==> src/rtl/tl_pkg.sv <==
package tl_pkg;

    typedef enum logic [1:0] {
        PH_MAIN_GO   = 2'd0,
        PH_MAIN_WARN = 2'd1,
        PH_SIDE_GO   = 2'd2,
        PH_SIDE_WARN = 2'd3
    } phase_e;

    typedef struct packed {
        logic green;
        logic yellow;
        logic red;
    } lamp_t;

endpackage

==> src/rtl/tl_interval_timer.sv <==
module tl_interval_timer #(
    parameter int SHORT_CYCLES = 3,
    parameter int LONG_CYCLES  = 8
) (
    input  logic clk,
    input  logic rst_n,
    input  logic restart,
    output logic short_done,
    output logic long_done
);
    localparam int CNT_W = $clog2(LONG_CYCLES + 1);
    localparam logic [CNT_W-1:0] SHORT_LIM = SHORT_CYCLES[CNT_W-1:0];
    localparam logic [CNT_W-1:0] LONG_LIM  = LONG_CYCLES[CNT_W-1:0];

    typedef struct packed {
        logic [CNT_W-1:0] count;
    } tmr_t;

    tmr_t tmr_d, tmr_q;

    always_comb begin
        tmr_d = tmr_q;
        if (restart) begin
            tmr_d.count = '0;
        end else if (tmr_q.count != LONG_LIM) begin
            tmr_d.count = tmr_q.count + 1'b1;
        end
    end

    always_ff @(posedge clk) begin
        if (!rst_n) begin
            tmr_q <= '0;
        end else begin
            tmr_q <= tmr_d;
        end
    end

    assign short_done = (tmr_q.count >= SHORT_LIM);
    assign long_done  = (tmr_q.count >= LONG_LIM);

    // a restart strobe leaves the count at zero in the next cycle
    a_r7_restart_clears: assert property (@(posedge clk) disable iff (!rst_n)
        restart |=> (tmr_q.count == '0));

    // the expired state holds until the next restart
    a_r9_long_holds: assert property (@(posedge clk) disable iff (!rst_n)
        (long_done && !restart) |=> long_done);

    // the short limit is reached no later than the long one
    a_r3_short_before_long: assert property (@(posedge clk) disable iff (!rst_n)
        long_done |-> short_done);

endmodule

==> src/rtl/tl_phase_fsm.sv <==
module tl_phase_fsm
    import tl_pkg::*;
(
    input  logic   clk,
    input  logic   rst_n,
    input  logic   car,
    input  logic   short_done,
    input  logic   long_done,
    output phase_e phase,
    output logic   restart
);
    typedef struct packed {
        phase_e phase;
    } fsm_t;

    fsm_t fsm_d, fsm_q;

    always_comb begin
        fsm_d = fsm_q;
        unique case (fsm_q.phase)
            PH_MAIN_GO:   if (car && long_done)  fsm_d.phase = PH_MAIN_WARN;
            PH_MAIN_WARN: if (short_done)        fsm_d.phase = PH_SIDE_GO;
            PH_SIDE_GO:   if (!car || long_done) fsm_d.phase = PH_SIDE_WARN;
            PH_SIDE_WARN: if (short_done)        fsm_d.phase = PH_MAIN_GO;
            default:                             fsm_d.phase = PH_MAIN_GO;
        endcase
    end

    always_ff @(posedge clk) begin
        if (!rst_n) begin
            fsm_q.phase <= PH_MAIN_GO;
        end else begin
            fsm_q <= fsm_d;
        end
    end

    assign phase   = fsm_q.phase;
    assign restart = (fsm_d.phase != fsm_q.phase);

    // main green ends only after a car was seen with the long interval expired
    a_r3_main_exit_guard: assert property (@(posedge clk) disable iff (!rst_n)
        ($past(fsm_q.phase) == PH_MAIN_GO && fsm_q.phase != PH_MAIN_GO)
            |-> ($past(car && long_done) && fsm_q.phase == PH_MAIN_WARN));

    // main yellow hands over to side green once the short interval is done
    a_r4_main_warn_exit: assert property (@(posedge clk) disable iff (!rst_n)
        ($past(fsm_q.phase) == PH_MAIN_WARN && fsm_q.phase != PH_MAIN_WARN)
            |-> ($past(short_done) && fsm_q.phase == PH_SIDE_GO));

    // side green only ever moves on to side yellow
    a_r5_side_go_exit: assert property (@(posedge clk) disable iff (!rst_n)
        ($past(fsm_q.phase) == PH_SIDE_GO && fsm_q.phase != PH_SIDE_GO)
            |-> (fsm_q.phase == PH_SIDE_WARN));

    // an absent car forces side green to end
    a_r5_side_go_no_car: assert property (@(posedge clk) disable iff (!rst_n)
        (fsm_q.phase == PH_SIDE_GO && !car) |=> (fsm_q.phase == PH_SIDE_WARN));

    // side yellow returns to main green after the short interval
    a_r6_side_warn_exit: assert property (@(posedge clk) disable iff (!rst_n)
        ($past(fsm_q.phase) == PH_SIDE_WARN && fsm_q.phase != PH_SIDE_WARN)
            |-> ($past(short_done) && fsm_q.phase == PH_MAIN_GO));

    // without a car the main green phase persists
    a_r2_main_holds: assert property (@(posedge clk) disable iff (!rst_n)
        (fsm_q.phase == PH_MAIN_GO && !car) |=> (fsm_q.phase == PH_MAIN_GO));

endmodule

==> src/rtl/tl_lamp_decode.sv <==
module tl_lamp_decode
    import tl_pkg::*;
(
    input  phase_e phase,
    output lamp_t  main_lamp,
    output lamp_t  side_lamp
);
    always_comb begin
        main_lamp = '{green: 1'b0, yellow: 1'b0, red: 1'b1};
        side_lamp = '{green: 1'b0, yellow: 1'b0, red: 1'b1};
        unique case (phase)
            PH_MAIN_GO:   main_lamp = '{green: 1'b1, yellow: 1'b0, red: 1'b0};
            PH_MAIN_WARN: main_lamp = '{green: 1'b0, yellow: 1'b1, red: 1'b0};
            PH_SIDE_GO:   side_lamp = '{green: 1'b1, yellow: 1'b0, red: 1'b0};
            PH_SIDE_WARN: side_lamp = '{green: 1'b0, yellow: 1'b1, red: 1'b0};
            default: ;
        endcase
    end
endmodule

==> src/rtl/tl_intersection_ctrl.sv <==
module tl_intersection_ctrl
    import tl_pkg::*;
#(
    parameter int SHORT_CYCLES = 3,
    parameter int LONG_CYCLES  = 8
) (
    input  logic clk,
    input  logic rst_n,
    input  logic car_waiting,
    output logic main_green,
    output logic main_yellow,
    output logic main_red,
    output logic side_green,
    output logic side_yellow,
    output logic side_red
);
    phase_e phase;
    logic   restart;
    logic   short_done;
    logic   long_done;
    lamp_t  main_lamp;
    lamp_t  side_lamp;

    tl_interval_timer #(
        .SHORT_CYCLES (SHORT_CYCLES),
        .LONG_CYCLES  (LONG_CYCLES)
    ) u_timer (
        .clk        (clk),
        .rst_n      (rst_n),
        .restart    (restart),
        .short_done (short_done),
        .long_done  (long_done)
    );

    tl_phase_fsm u_fsm (
        .clk        (clk),
        .rst_n      (rst_n),
        .car        (car_waiting),
        .short_done (short_done),
        .long_done  (long_done),
        .phase      (phase),
        .restart    (restart)
    );

    tl_lamp_decode u_decode (
        .phase     (phase),
        .main_lamp (main_lamp),
        .side_lamp (side_lamp)
    );

    assign main_green  = main_lamp.green;
    assign main_yellow = main_lamp.yellow;
    assign main_red    = main_lamp.red;
    assign side_green  = side_lamp.green;
    assign side_yellow = side_lamp.yellow;
    assign side_red    = side_lamp.red;

    // one lamp per road, and never two roads without red
    a_r8_main_one_lamp: assert property (@(posedge clk) disable iff (!rst_n)
        $countones({main_green, main_yellow, main_red}) == 1);
    a_r8_side_one_lamp: assert property (@(posedge clk) disable iff (!rst_n)
        $countones({side_green, side_yellow, side_red}) == 1);
    a_r8_no_conflict: assert property (@(posedge clk) disable iff (!rst_n)
        (main_red || side_red));

    // a change of lamps is always followed by a freshly started timer
    a_r7_fresh_phase: assert property (@(posedge clk) disable iff (!rst_n)
        ($past(main_green) != main_green) |-> (!short_done && !long_done));

endmodule

==> config.mk <==
export PLATFORM = sky130hd
export DESIGN_NAME = tl_intersection_ctrl
export DESIGN_NICKNAME = d
export VERILOG_FILES = /design/src/rtl/tl_pkg.sv /design/src/rtl/tl_interval_timer.sv /design/src/rtl/tl_phase_fsm.sv /design/src/rtl/tl_lamp_decode.sv /design/src/rtl/tl_intersection_ctrl.sv
export SDC_FILE = /design/constraint.sdc
export NUM_CORES = 1
export LEC_CHECK = 0
export ABC_AREA = 1
export BUFFER_PORTS_ARGS = -buffer_cell sky130_fd_sc_hd__buf_4
export CORE_AREA = 2 2 39 41
export CTS_CLUSTER_SIZE = 20
export DETAILED_ROUTE_END_ITERATION = 10
export DIE_AREA = 0 0 41 43
export PLACE_DENSITY_LB_ADDON = 0.1
export SLEW_MARGIN = 10
export SYNTH_ARGS = -nofsm -noshare
export SYNTH_HDL_FRONTEND = slang
export SYNTH_SLANG_ARGS = --single-unit
export TNS_END_PERCENT = 100
==> constraint.sdc <==
create_clock -name clk -period 1.6 [get_ports clk]
set_input_delay 0.24 -clock clk [delete_from_list [all_inputs] [get_ports clk]]
set_output_delay 0.24 -clock clk [all_outputs]
set_load 0.02 [all_outputs]
==> results.yml <==
routing:
  first_pass_iters: 2
  drt-wirelength-per-cell_um: 9.22
  drc: 0
  drt_iter0_drc: 3
  avgViaCountPerCell: 4.21
  drt_wl_total_um: 710
  ant_nets: 0
  route.vias.total: 324
power:
  p_per_area_mw_per_mm2: 748
  seqPwrFrac_pct: 48.2
  combPwrFrac_pct: 11.7
  switching_power_w: 0.0000806
  max-vdd-ir-drop_v: 0.000319
  intPower_w: 0.000259
  p_leak_nw: 0.222
  pwr-share-clk_pct: 40.1
  switching_share_pct: 23.7
place:
  placed_cells: 74
  dp_hpwl_um: 573
  io_buffers: 8
  gp_congestion: 0.724
global_route:
  grt_util_met3_pct: 1.57
  grtUsageMet2_pct: 14.1
  grt_busiest_layer: "met1"
  grt_overflow: 0
  grt_usage_pct: 10.6
  antenna_found_initial: 0
  grt_start_max_net_pins: 8
  grt_pass1_wl_um: 1270
  met1_usage_pct: 14.6
  grt_pass1_vias: 322
final_layout:
  final_util_pct: 32.8
  final_nets: 68
  antenna_cells: 0
  drive_gt1_share_pct: 32.8
  fillCellCount: 159
  finalNonFillerCells: 77
  areaGrowthSynthToFinish_pct: 27.8
timing:
  rsz0062_at_grt: "no"
  worst_pin_slew_ns: 0.271
  finalMaxSlewViolations: 0
  hold_viol_final: 0
  fmax_mhz: 790
  period_share_pct: 79.1
  maxSlewHeadroom_pct: 81.9
  fin_crit_ns: 1.27
  finalSetupTns_ns: 0
  skew_ns: 0.00517
  setup_viol: 0
critical_path:
  r2r_end: "u_timer.tmr_q[2]"
  crit_end: "side_green"
  reg2reg_from: "u_timer.tmr_q[0]"
  reg2regPathDepth: 6
  cp_num_buf_inv: 2
  max_stage_delay_ns: 0.44
  critPathSlowestCell: "dfxtp_1"
  path_cells: "inv_2 -> nor2_2 -> buf_4"
  cp.required_ns: 1.36
  start_kind: "register"
  setup.worst_path.end_class: "primary output"
  cp.arrival_ns: 1.03
  r2r_slack_ns: 0.37
  cp_max_fo: 6
  worstSetupPathType: "reg -> out"
  critPathLaunch: "u_fsm.phase[1]"
  cp.depth: 3
  crit_family: "flip-flops"
yosys:
  yosysWarnings: 0
  syn-instance-count: 51
  ys_ff_latch: 6
  yosysTopAreaCellShare_pct: 33.8
  synth_cell_type_count: 18
  yosysTopAreaCell: "dfxtp_1"
  synth_area_um2: 355
  syn-mean-instance-area_um2: 6.97
  synth_area_leaders: "dfxtp_1 34%, nor2_1 9.5%, inv_1 7.4%"
  syn-num-nets: 56
  yosysSeqAreaShare_pct: 33.8
worst_hold_path:
  min-delay-start: "rst_n"
  hold_path.class: "in -> reg"
clock_network:
  post-cts-setup-buffer-count: 0
  numClockSinks: 6
  cts_made_buffers: 3
  h-tree-depth: 1
  ctsResizeCount: 0
  cts_root_buf: "clkbuf_4"
  clk_pin_slew_ns: 0.05
  holdBufCountCts: 0
  clk_path_buf_depth: 2
  cts_tree: "done"
  insertion_delay_ns: 0.24
die:
  start_util_pct: 25.7
  placementRows: 14
  io_pins: 9
  fp.dieH_um: 43
  core_mm2: 0.00138
  die_area_mm2: 0.00176
  die_w_um: 41
flow_run:
  max_cap_violations: 0
outcome:
  outcome: "completed"
## cells in the mapped netlist
master / number
nand2_2: 1
nand4_1: 2
nor2_1: 9
nor2_2: 3
nand3_1: 4
nand2_1: 5
ha_1: 2
inv_1: 7
and2_1: 1
dfxtp_1: 6
inv_2: 3
nand4_2: 1
clkbuf_1: 1
xor2_1: 2
o21ai_1: 1
o21ai_2: 1
clkinv_1: 1
o21ai_0: 1
## layer usage
layer / share of wire, % / routed length (um) / vias up
met5: 0 / 0 / -
met4: 0.85 / 6 / 0
met3: 2.8 / 20 / 2
met1: 51 / 364 / 139
met2: 45 / 319 / 4
li1: - / - / 179
## state kept, by name (all words and copies together), names as in the netlist
signal,cells
u_timer.tmr_q,4
u_fsm.phase,2
## worst min path at each step
stage | end | slack [ns] | cells after the start
3_3_place_gp | u_fsm.phase[0] | 0.51 | 3
2_1_floorplan | u_fsm.phase[0] | 0.35 | 2
5_1_grt | u_fsm.phase[0] | 0.28 | 3
6_report | u_fsm.phase[0] | 0.26 | 3
3_5_place_dp | u_fsm.phase[0] | 0.50 | 3
4_1_cts | u_fsm.phase[0] | 0.25 | 3
## cells in the final DEF, fill, tap and decap left out, drive strengths merged
cell / count
nor2: 12
buf: 8
o21ai: 3
ha: 2
inv: 10
dfxtp: 6
and2: 1
nand4: 3
nand2: 6
clkbuf: 3
clkinv: 1
nand3: 4
xor2: 2
## power groups by stage
| stage | combinational [W] | clock (W) | sequential, W |
|---|---|---|---|
| 6_report | 0.0000397 | 0.000136 | 0.000164 |
| 5_1_grt | 0.0000469 | 0.000153 | 0.000165 |
| 4_1_cts | 0.0000400 | 0.000145 | 0.000164 |
| 3_5_place_dp | 0.0000397 | 0 | 0.000167 |
| 3_3_place_gp | 0.0000403 | 0 | 0.000167 |
| 2_1_floorplan | 0.0000300 | 0 | 0.000165 |
## per-stage QoR
| step | setup WS [ns] | total power (W) | hold WS [ns] | instance area (um^2) |
|---|---|---|---|---|
| 6_report | 0.334 | 0.000340 | 0.257 | 454 |
| 3_3_place_gp | 0.394 | 0.000207 | 0.506 | 432 |
| 2_1_floorplan | 0.445 | 0.000195 | 0.352 | 355 |
| 5_1_grt | 0.224 | 0.000365 | 0.279 | 454 |
| 4_1_cts | 0.310 | 0.000349 | 0.248 | 454 |
| 3_5_place_dp | 0.369 | 0.000207 | 0.503 | 432 |
## worst register-to-register path, cell delays in order, from the launching register on
cell     delay, ns
dfxtp_1       0.33
ha_1          0.23
nor2_2        0.14
inv_2         0.06
o21ai_2       0.15
nand4_2       0.14
nor2_1        0.12
## cell families after synthesis
family                   Yosys count  synth area share, %
AND/OR/NAND/NOR                   26                 36.3
buffers and inverters             12                 12.7
flip-flops                         6                 33.8
XOR/XNOR                           2                 4.93
adder cells (fa/ha/maj)            2                 7.04
AO/OA/AOI/OAI                      3                 5.28
## area by class of cell
type | count | area (um^2) | area share [%]
Clock buffer | 3 | 22.5 | 4.96
Inverter | 11 | 41.3 | 9.09
Multi-Input combinational cell | 33 | 190 | 41.9
Sequential cell | 6 | 120 | 26.4
Tap cell | 16 | 20.0 | 4.41
Timing Repair Buffer | 8 | 60.1 | 13.2
Note: power is estimated with default switching activity, not from simulation.
